### src/rtl/tws_pkg.sv
package tws_pkg;
  localparam int ADDR_W = 5;
  localparam int ROWS   = 1 << ADDR_W;
  localparam int BYTE_W = 8;
  localparam int WORD_W = 2 * BYTE_W;

  typedef enum logic [2:0] {
    ST_IDLE, ST_CTRL, ST_ACK, ST_WDATA, ST_RDATA, ST_RACK, ST_SPEC, ST_WAIT
  } bus_st_e;

  typedef enum logic [1:0] {
    P_IDLE, P_ERASE, P_HOLD, P_WRITE
  } prog_st_e;

  function automatic logic is_special(logic [BYTE_W-1:0] b);
    return (b[7:6] == 2'b11) && (b[2:0] == 3'b111);
  endfunction

  function automatic logic is_reserved(logic [BYTE_W-1:0] b);
    return b[2:0] == 3'b110;
  endfunction
endpackage

### src/rtl/tws_sync.sv
module tws_sync #(
  parameter bit RST_VAL = 1'b1
) (
  input  logic clk_i,
  input  logic rst_ni,
  input  logic d_i,
  output logic q_o,
  output logic rise_o,
  output logic fall_o
);
  logic ff1_q, ff2_q, ff3_q;

  always_ff @(posedge clk_i or negedge rst_ni) begin
    if (!rst_ni) begin
      ff1_q <= RST_VAL;
      ff2_q <= RST_VAL;
      ff3_q <= RST_VAL;
    end else begin
      ff1_q <= d_i;
      ff2_q <= ff1_q;
      ff3_q <= ff2_q;
    end
  end

  assign q_o    = ff2_q;
  assign rise_o = ff2_q & ~ff3_q;
  assign fall_o = ~ff2_q & ff3_q;
endmodule

### src/rtl/tws_array.sv
module tws_array
  import tws_pkg::*;
#(
  parameter int ERASE_CYC = 2000000,
  parameter int WRITE_CYC = 2000000
) (
  input  logic              clk_i,
  input  logic              rst_ni,
  input  logic [ADDR_W-1:0] rd_row_i,
  output logic [WORD_W-1:0] rd_word_o,
  input  logic              erase_start_i,
  input  logic              commit_i,
  input  logic [ADDR_W-1:0] wr_row_i,
  input  logic [WORD_W-1:0] wr_word_i,
  output logic              busy_o,
  output logic              erase_on_o
);
  localparam int MAX_CYC = (ERASE_CYC > WRITE_CYC) ? ERASE_CYC : WRITE_CYC;
  localparam int CW      = $clog2(MAX_CYC + 1);

  prog_st_e          st_q;
  logic [CW-1:0]     cnt_q;
  logic              pend_q;
  logic [ADDR_W-1:0] row_q;
  logic [WORD_W-1:0] word_q;
  logic              store;
  logic [WORD_W-1:0] mem_q [ROWS];

  always_ff @(posedge clk_i or negedge rst_ni) begin
    if (!rst_ni) begin
      st_q   <= P_IDLE;
      cnt_q  <= '0;
      pend_q <= 1'b0;
      row_q  <= '0;
      word_q <= '0;
    end else begin
      if (commit_i && st_q != P_IDLE) begin
        row_q  <= wr_row_i;
        word_q <= wr_word_i;
      end
      unique case (st_q)
        P_IDLE: if (erase_start_i) begin
          st_q   <= P_ERASE;
          cnt_q  <= CW'(ERASE_CYC - 1);
          pend_q <= 1'b0;
        end
        P_ERASE: begin
          if (commit_i) pend_q <= 1'b1;
          if (cnt_q == '0) begin
            if (pend_q || commit_i) begin
              st_q  <= P_WRITE;
              cnt_q <= CW'(WRITE_CYC - 1);
            end else begin
              st_q <= P_HOLD;
            end
          end else begin
            cnt_q <= cnt_q - 1'b1;
          end
        end
        P_HOLD: if (commit_i) begin
          st_q  <= P_WRITE;
          cnt_q <= CW'(WRITE_CYC - 1);
        end
        P_WRITE: begin
          if (cnt_q == '0) st_q <= P_IDLE;
          else cnt_q <= cnt_q - 1'b1;
        end
        default: st_q <= P_IDLE;
      endcase
    end
  end

  assign store = (st_q == P_WRITE) && (cnt_q == '0);

  for (genvar r = 0; r < ROWS; r++) begin : g_row
    always_ff @(posedge clk_i or negedge rst_ni) begin
      if (!rst_ni) mem_q[r] <= '0;
      else if (store && row_q == ADDR_W'(r)) mem_q[r] <= word_q;
    end
  end

  assign rd_word_o  = mem_q[rd_row_i];
  assign busy_o     = st_q != P_IDLE;
  assign erase_on_o = st_q == P_ERASE;

  AST_BUSY_ENDS_IN_WRITE: assert property (@(posedge clk_i) disable iff (!rst_ni)
    $fell(busy_o) |-> $past(st_q) == P_WRITE);
  AST_CNT_RANGE: assert property (@(posedge clk_i) disable iff (!rst_ni)
    cnt_q <= CW'(MAX_CYC));
  AST_WRITE_NEEDS_ERASE: assert property (@(posedge clk_i) disable iff (!rst_ni)
    $rose(st_q == P_WRITE) |-> $past(st_q) inside {P_ERASE, P_HOLD});
endmodule

### src/rtl/tws_ctrl.sv
module tws_ctrl
  import tws_pkg::*;
(
  input  logic              clk_i,
  input  logic              rst_ni,
  input  logic              scl_s_i,
  input  logic              scl_rise_i,
  input  logic              scl_fall_i,
  input  logic              sda_s_i,
  input  logic              start_i,
  input  logic              stop_i,
  input  logic              busy_i,
  input  logic              erase_on_i,
  input  logic [WORD_W-1:0] rd_word_i,
  output logic [ADDR_W-1:0] row_o,
  output logic [WORD_W-1:0] buf_o,
  output logic              erase_start_o,
  output logic              commit_o,
  output logic              sda_oe_o,
  output logic              spec_o,
  output logic [BYTE_W-1:0] spec_ctl_o
);
  bus_st_e           st_q, nxt_q;
  logic [3:0]        cnt_q;
  logic [BYTE_W-1:0] sh_q, spec_ctl_q;
  logic [ADDR_W-1:0] row_q, row_step;
  logic [WORD_W-1:0] buf_q;
  logic              hi_q, bidx_q, armed_q, reload_q, oe_q, spec_q, got_ack_q;
  logic              erase_start_q, commit_q;
  logic              byte_done;
  logic [BYTE_W-1:0] cur_byte, nxt_byte;

  assign byte_done = scl_fall_i && (cnt_q == 4'd8);
  assign cur_byte  = (hi_q ^ bidx_q) ? buf_q[15:8] : buf_q[7:0];
  assign nxt_byte  = (hi_q ^ ~bidx_q) ? buf_q[15:8] : buf_q[7:0];
  assign row_step  = hi_q ? row_q - 1'b1 : row_q + 1'b1;

  always_ff @(posedge clk_i or negedge rst_ni) begin
    if (!rst_ni) begin
      st_q          <= ST_IDLE;
      nxt_q         <= ST_IDLE;
      cnt_q         <= '0;
      sh_q          <= '0;
      spec_ctl_q    <= '0;
      row_q         <= '0;
      buf_q         <= '0;
      hi_q          <= 1'b0;
      bidx_q        <= 1'b0;
      armed_q       <= 1'b0;
      reload_q      <= 1'b0;
      oe_q          <= 1'b0;
      spec_q        <= 1'b0;
      got_ack_q     <= 1'b0;
      erase_start_q <= 1'b0;
      commit_q      <= 1'b0;
    end else begin
      erase_start_q <= 1'b0;
      commit_q      <= 1'b0;
      reload_q      <= 1'b0;
      if (reload_q) buf_q <= rd_word_i;
      if (start_i || stop_i) begin
        commit_q  <= armed_q;
        armed_q   <= 1'b0;
        st_q      <= start_i ? ST_CTRL : ST_IDLE;
        cnt_q     <= '0;
        oe_q      <= 1'b0;
        spec_q    <= 1'b0;
        got_ack_q <= 1'b0;
      end else begin
        unique case (st_q)
          ST_CTRL: begin
            if (scl_rise_i && cnt_q != 4'd8) begin
              sh_q  <= {sh_q[6:0], sda_s_i};
              cnt_q <= cnt_q + 4'd1;
            end else if (byte_done) begin
              cnt_q <= '0;
              if (busy_i || is_reserved(sh_q)) begin
                st_q <= ST_WAIT;
              end else if (is_special(sh_q)) begin
                spec_q     <= 1'b1;
                spec_ctl_q <= sh_q;
                oe_q       <= 1'b1;
                nxt_q      <= ST_SPEC;
                st_q       <= ST_ACK;
              end else begin
                row_q    <= sh_q[7:3];
                hi_q     <= sh_q[2];
                bidx_q   <= 1'b0;
                reload_q <= 1'b1;
                oe_q     <= 1'b1;
                nxt_q    <= sh_q[0] ? ST_RDATA : ST_WDATA;
                st_q     <= ST_ACK;
              end
            end
          end
          ST_ACK: if (scl_fall_i) begin
            cnt_q <= '0;
            st_q  <= nxt_q;
            if (nxt_q == ST_RDATA) begin
              sh_q <= cur_byte;
              oe_q <= ~cur_byte[7];
            end else begin
              oe_q <= 1'b0;
            end
          end
          ST_WDATA: begin
            if (scl_rise_i && cnt_q != 4'd8) begin
              sh_q  <= {sh_q[6:0], sda_s_i};
              cnt_q <= cnt_q + 4'd1;
            end else if (byte_done) begin
              cnt_q <= '0;
              oe_q  <= 1'b1;
              st_q  <= ST_ACK;
              if (!bidx_q || erase_on_i) begin
                if (hi_q ^ bidx_q) buf_q[15:8] <= sh_q;
                else buf_q[7:0] <= sh_q;
              end
              if (!bidx_q) begin
                erase_start_q <= 1'b1;
                armed_q       <= 1'b1;
                bidx_q        <= 1'b1;
                nxt_q         <= ST_WDATA;
              end else begin
                nxt_q <= ST_WAIT;
              end
            end
          end
          ST_RDATA: begin
            if (scl_rise_i) begin
              cnt_q <= cnt_q + 4'd1;
            end else if (scl_fall_i) begin
              if (cnt_q == 4'd8) begin
                oe_q  <= 1'b0;
                cnt_q <= '0;
                st_q  <= ST_RACK;
              end else begin
                sh_q <= {sh_q[6:0], 1'b0};
                oe_q <= ~sh_q[6];
              end
            end
          end
          ST_RACK: begin
            if (scl_rise_i) begin
              if (sda_s_i) begin
                st_q <= ST_WAIT;
              end else begin
                got_ack_q <= 1'b1;
                if (bidx_q) begin
                  row_q    <= row_step;
                  reload_q <= 1'b1;
                end
              end
            end else if (scl_fall_i && got_ack_q) begin
              got_ack_q <= 1'b0;
              bidx_q    <= ~bidx_q;
              sh_q      <= nxt_byte;
              oe_q      <= ~nxt_byte[7];
              cnt_q     <= '0;
              st_q      <= ST_RDATA;
            end
          end
          default: ;
        endcase
      end
    end
  end

  assign row_o         = row_q;
  assign buf_o         = buf_q;
  assign erase_start_o = erase_start_q;
  assign commit_o      = commit_q;
  assign sda_oe_o      = oe_q;
  assign spec_o        = spec_q;
  assign spec_ctl_o    = spec_ctl_q;

  AST_IDLE_RELEASE: assert property (@(posedge clk_i) disable iff (!rst_ni)
    (st_q == ST_IDLE || st_q == ST_WAIT) |-> !sda_oe_o);
  AST_BUSY_NOACK: assert property (@(posedge clk_i) disable iff (!rst_ni)
    (st_q == ST_CTRL && byte_done && busy_i && !start_i && !stop_i) |=> !sda_oe_o);
  AST_DRIVE_SCL_LOW: assert property (@(posedge clk_i) disable iff (!rst_ni)
    $rose(sda_oe_o) |-> !scl_s_i);
  AST_SPEC_NO_ARRAY: assert property (@(posedge clk_i) disable iff (!rst_ni)
    spec_o |-> (!erase_start_o && !reload_q));
  AST_NACK_RELEASE: assert property (@(posedge clk_i) disable iff (!rst_ni)
    (st_q == ST_RACK && scl_rise_i && sda_s_i && !start_i && !stop_i) |=> !sda_oe_o);
endmodule

### src/rtl/tws_eeprom_slave.sv
module tws_eeprom_slave
  import tws_pkg::*;
#(
  parameter int ERASE_CYC = 2000000,
  parameter int WRITE_CYC = 2000000
) (
  input  logic              clk_i,
  input  logic              rst_ni,
  input  logic              scl_i,
  input  logic              sda_i,
  output logic              sda_oe_o,
  output logic              spec_o,
  output logic [BYTE_W-1:0] spec_ctl_o
);
  logic scl_s, scl_rise, scl_fall, scl_high;
  logic sda_s, sda_rise, sda_fall;
  logic start, stop;
  logic busy, erase_on, erase_start, commit;
  logic [ADDR_W-1:0] row;
  logic [WORD_W-1:0] rd_word, buf_word;

  tws_sync #(.RST_VAL(1'b1)) u_scl_sync (
    .clk_i, .rst_ni, .d_i(scl_i), .q_o(scl_s), .rise_o(scl_rise), .fall_o(scl_fall)
  );
  tws_sync #(.RST_VAL(1'b1)) u_sda_sync (
    .clk_i, .rst_ni, .d_i(sda_i), .q_o(sda_s), .rise_o(sda_rise), .fall_o(sda_fall)
  );

  // both lines share latency, so clock-high is stable across a data edge
  assign scl_high = scl_s && !scl_rise;
  assign start    = scl_high && sda_fall;
  assign stop     = scl_high && sda_rise;

  tws_ctrl u_ctrl (
    .clk_i, .rst_ni,
    .scl_s_i(scl_s), .scl_rise_i(scl_rise), .scl_fall_i(scl_fall), .sda_s_i(sda_s),
    .start_i(start), .stop_i(stop), .busy_i(busy), .erase_on_i(erase_on),
    .rd_word_i(rd_word), .row_o(row), .buf_o(buf_word),
    .erase_start_o(erase_start), .commit_o(commit),
    .sda_oe_o, .spec_o, .spec_ctl_o
  );

  tws_array #(.ERASE_CYC(ERASE_CYC), .WRITE_CYC(WRITE_CYC)) u_array (
    .clk_i, .rst_ni, .rd_row_i(row), .rd_word_o(rd_word),
    .erase_start_i(erase_start), .commit_i(commit),
    .wr_row_i(row), .wr_word_i(buf_word),
    .busy_o(busy), .erase_on_o(erase_on)
  );

  AST_STOP_STANDBY: assert property (@(posedge clk_i) disable iff (!rst_ni)
    stop |=> (!sda_oe_o && !spec_o));
  AST_ERASE_WHILE_IDLE: assert property (@(posedge clk_i) disable iff (!rst_ni)
    erase_start |-> !busy);
endmodule

### config.mk
export PLATFORM = sky130hd
export DESIGN_NAME = tws_eeprom_slave
export DESIGN_NICKNAME = d
export VERILOG_FILES = /design/src/rtl/tws_pkg.sv /design/src/rtl/tws_sync.sv /design/src/rtl/tws_array.sv /design/src/rtl/tws_ctrl.sv /design/src/rtl/tws_eeprom_slave.sv
export SDC_FILE = /design/constraint.sdc
export NUM_CORES = 1
export LEC_CHECK = 0
export BUFFER_PORTS_ARGS = -buffer_cell sky130_fd_sc_hd__buf_2
export CORE_MARGIN = 2
export CORE_UTILIZATION = 45
export DETAILED_ROUTE_END_ITERATION = 8
export PLACE_DENSITY_LB_ADDON = 0.3
export SLEW_MARGIN = 5
export SYNTH_ARGS = -nofsm -noshare
export SYNTH_HDL_FRONTEND = slang
export SYNTH_SLANG_ARGS = --single-unit
### constraint.sdc
create_clock -name clk_i -period 7.5 [get_ports clk_i]
set_input_delay 0.75 -clock clk_i [delete_from_list [all_inputs] [get_ports clk_i]]
set_output_delay 0.75 -clock clk_i [all_outputs]
set_load 0.01 [all_outputs]
==> results.ini <==
[cts]
htreeDepth = 3
cts_resized = 0
path_clk_slew_ps = 60
root_buffer = clkbuf_16
clock_path_buffers = 3
cts_buffers = 67
cts.sinks = 619
clk_latency_ps = 610
cts_tree = done
postCtsSetupBuffers = 0
cts_hold_buf = 0

[logic_synthesis]
syn-cell-area_um2 = 30800
yosys-top-cells-count = dfrtp_1 (613), mux2_2 (275), mux2_4 (270), clkbuf_1 (103), mux4_2 (100)
synthDominantCellAreaShare_pct = 49.7
synthMuxAreaShare_pct = 33.4
synth_async_sr_flop_share_pct = 100
avgSynthCellArea_um2 = 14.5
synthTopCellsByArea = dfrtp_1 (50%), mux2_4 (13%), mux2_2 (10%)
synthFlopType = dfrtp_1
yosysTopAreaCell = dfrtp_1
yosysSeqAreaShare_pct = 50.2
yosysWarnings = 0
yosysUniqueCellTypes = 72
synth_most_common_cell = dfrtp_1
synth_edf_count = 0
syn-num-nets = 2138
synth_seq_cells = 619
synth_compound_area_share_pct = 5.02
syn_inst = 2122
synth-simple-area-share_pct = 5.49
synth_top_family_by_area = multiplexers
synth-xor-area-share_pct = 0.369
synth-adder-area-share_pct = 0.511

[routing]
drtIter0Drc = 1646
ant_nets = 0
vias = 17932
wl_per_cell_um = 25.8
drc = 0
dr.pass1.iters = 5
via_per_inst = 6.10
wl_mm = 76.0

[placed_design]
portBuffers = 13
dpl.hpwl_mm = 46.7
finalWeightedCongestion = 0.886

[setup_path]
r2r-start = u_ctrl.row_o[0]$_DFFE_PN0P_
crit_path_start = u_ctrl.row_o[0]$_DFFE_PN0P_
cpMaxStageDelayCell = dfrtp_4
path_cells = buf_4 > mux4_2 > mux2i_1 > nor2_1 > nor4_1 > o41ai_1
cp_slowest_stage_delay_ps = 950
r2r_slack_ps = 3870
path_max_fanout = 36
worst-path-buf-inv = 1
cp-start-kind = register
r2r_end = u_ctrl.buf_o[8]$_DFF_PN0_
worstSetupPathType = register to register
critPathArrivalTime_ps = 4090
endpoint_kind = register
r2r_cells = 6
crit_family = flip-flops
cp.required_ps = 7950

[sta]
setup-tns-final_ps = 0
maxSlewViolCount = 0
fmax_mhz = 275
setup_violations = 0
period_share_pct = 48.4
hold_viol_final = 0
rsz0062_at_grt = no
slew_headroom_pct = 17.9
fin_skew_ps = 28.3
worstMarginPinSlew_ps = 1230
post-route-min-period_ps = 3630

[status]
outcome = complete, no violations

[run]
cap_violations = 0

[global_routing]
grt-ovfl-total = 0
grt_use_total_pct = 21.7
antenna_found_initial = 1
grt_start_max_net_pins = 180
grt_pass1_wl_mm = 117
grt_pass1_vias = 18575

[finish]
drive_above_1_share_pct = 39.3
fin_util_pct = 48.7
nets = 2041
area_delta_synth_final_pct = 6.65
num_antenna_cells = 0
num-fill-cells = 5717

[die]
rows = 95
die_area_um2 = 70600
ios = 14
start_util_pct = 45.7
dieHeight_um = 266
coreArea_um2 = 67500
dieWidth_um = 266

[min_path]
hp-class = input pin to async pin

[power]
leakagePower_nw = 14.7
ir_drop_v = 0.000220
p_per_area_nw_per_um2 = 246
p_total_w = 0.00809

==> routing by layer <==
| layer | up-vias | global-route usage, % | wire [um] |
|---|---|---|---|
| met5 | - | 0 | 13 |
| met4 | 2 | 7.18 | 2370 |
| met3 | 136 | 4.85 | 4350 |
| met2 | 545 | 33.2 | 34700 |
| met1 | 9592 | 30.8 | 34600 |
| li1 | 7657 | - | - |
==> sequential cells by signal, summed over array words and instances (netlist names), 3 cells and up <==
signal,cells
u_array.cnt_q,21
u_ctrl.row_o,5
u_array.mem_q,512
u_ctrl.buf_o,16
u_ctrl.st_q,3
u_ctrl.spec_ctl_o,8
u_ctrl.cnt_q,4
u_array.row_q,5
u_ctrl.sh_q,8
u_ctrl.nxt_q,3
u_array.word_q,16
==> how the worst max path moves through the flow <==
stage,endpoint,cells after the start,slack [ps]
after global routing,u_ctrl.buf_o[8]$_DFF_PN0_,6,3700
after global placement,u_ctrl.buf_o[8]$_DFF_PN0_,6,3800
after CTS,u_ctrl.buf_o[8]$_DFF_PN0_,6,3820
final,u_ctrl.buf_o[8]$_DFF_PN0_,6,3870
after floorplan,u_ctrl.row_o[4]$_DFFE_PN0P_,12,4720
after detailed placement,u_ctrl.buf_o[8]$_DFF_PN0_,6,3820
==> layout make-up <==
class	count	area [um^2]	area share (%)
Clock buffer	92	1930	5.88
Multi-Input combinational cell	1285	13800	42.0
Clock inverter	19	208	0.631
Sequential cell	619	15500	47.2
Tap cell	873	1090	3.32
Inverter	19	71.3	0.217
Timing Repair Buffer	33	263	0.799
==> through the flow <==
step           std cells  setup WS, ps  area, um^2  hold WS, ps
6_report            2940          3870       32900          184
5_1_grt             2940          3700       32900          224
4_1_cts             2940          3820       32900          214
3_5_place_dp        2829          3820       30800          347
3_3_place_gp        2829          3800       30800          346
2_1_floorplan       2122          4720       30800          345
==> worst reg2reg max path: cells and delay by family (launching register included) <==
| family | cells | cell delay (ps) |
|---|---|---|
| simple gates | 2 | 890 |
| compound gates | 1 | 100 |
| mux | 2 | 880 |
| flops | 1 | 950 |
| buf+inv | 1 | 660 |
==> kinds of logic after synthesis <==
kind of cell / after synthesis
AOI/OAI and AO/OA: 231
xor gates and xnor gates: 13
adders and majority gates: 12
buffers and inverters: 218
DFF: 619
muxes: 734
and+or+nand+nor: 295
==> layout by cell type (no fill, tap or decap), types with 33 or more instances in the layout <==
cell type,Yosys,routed
dfrtp_1,613,598
mux2_2,275,275
mux2_4,270,270
mux4_2,100,100
mux2i_1,89,89
nor2_1,72,72
clkbuf_16,0,69
a21oi_1,46,46
nand2_1,44,44
o22ai_1,40,40
o21ai_0,38,38
and4_1,33,33
==> power by group <==
| group | total [W] | switching [W] | leakage, nW | internal, W |
|---|---|---|---|---|
| combinational | 0.00122 | 0.000784 | 5.16 | 0.000437 |
| clock | 0.00327 | 0.00133 | 1.06 | 0.00193 |
| sequential | 0.00360 | 0.000194 | 8.51 | 0.00341 |
| total | 0.00809 | 0.00231 | 14.7 | 0.00578 |
Note: power is estimated with default switching activity, not from simulation.
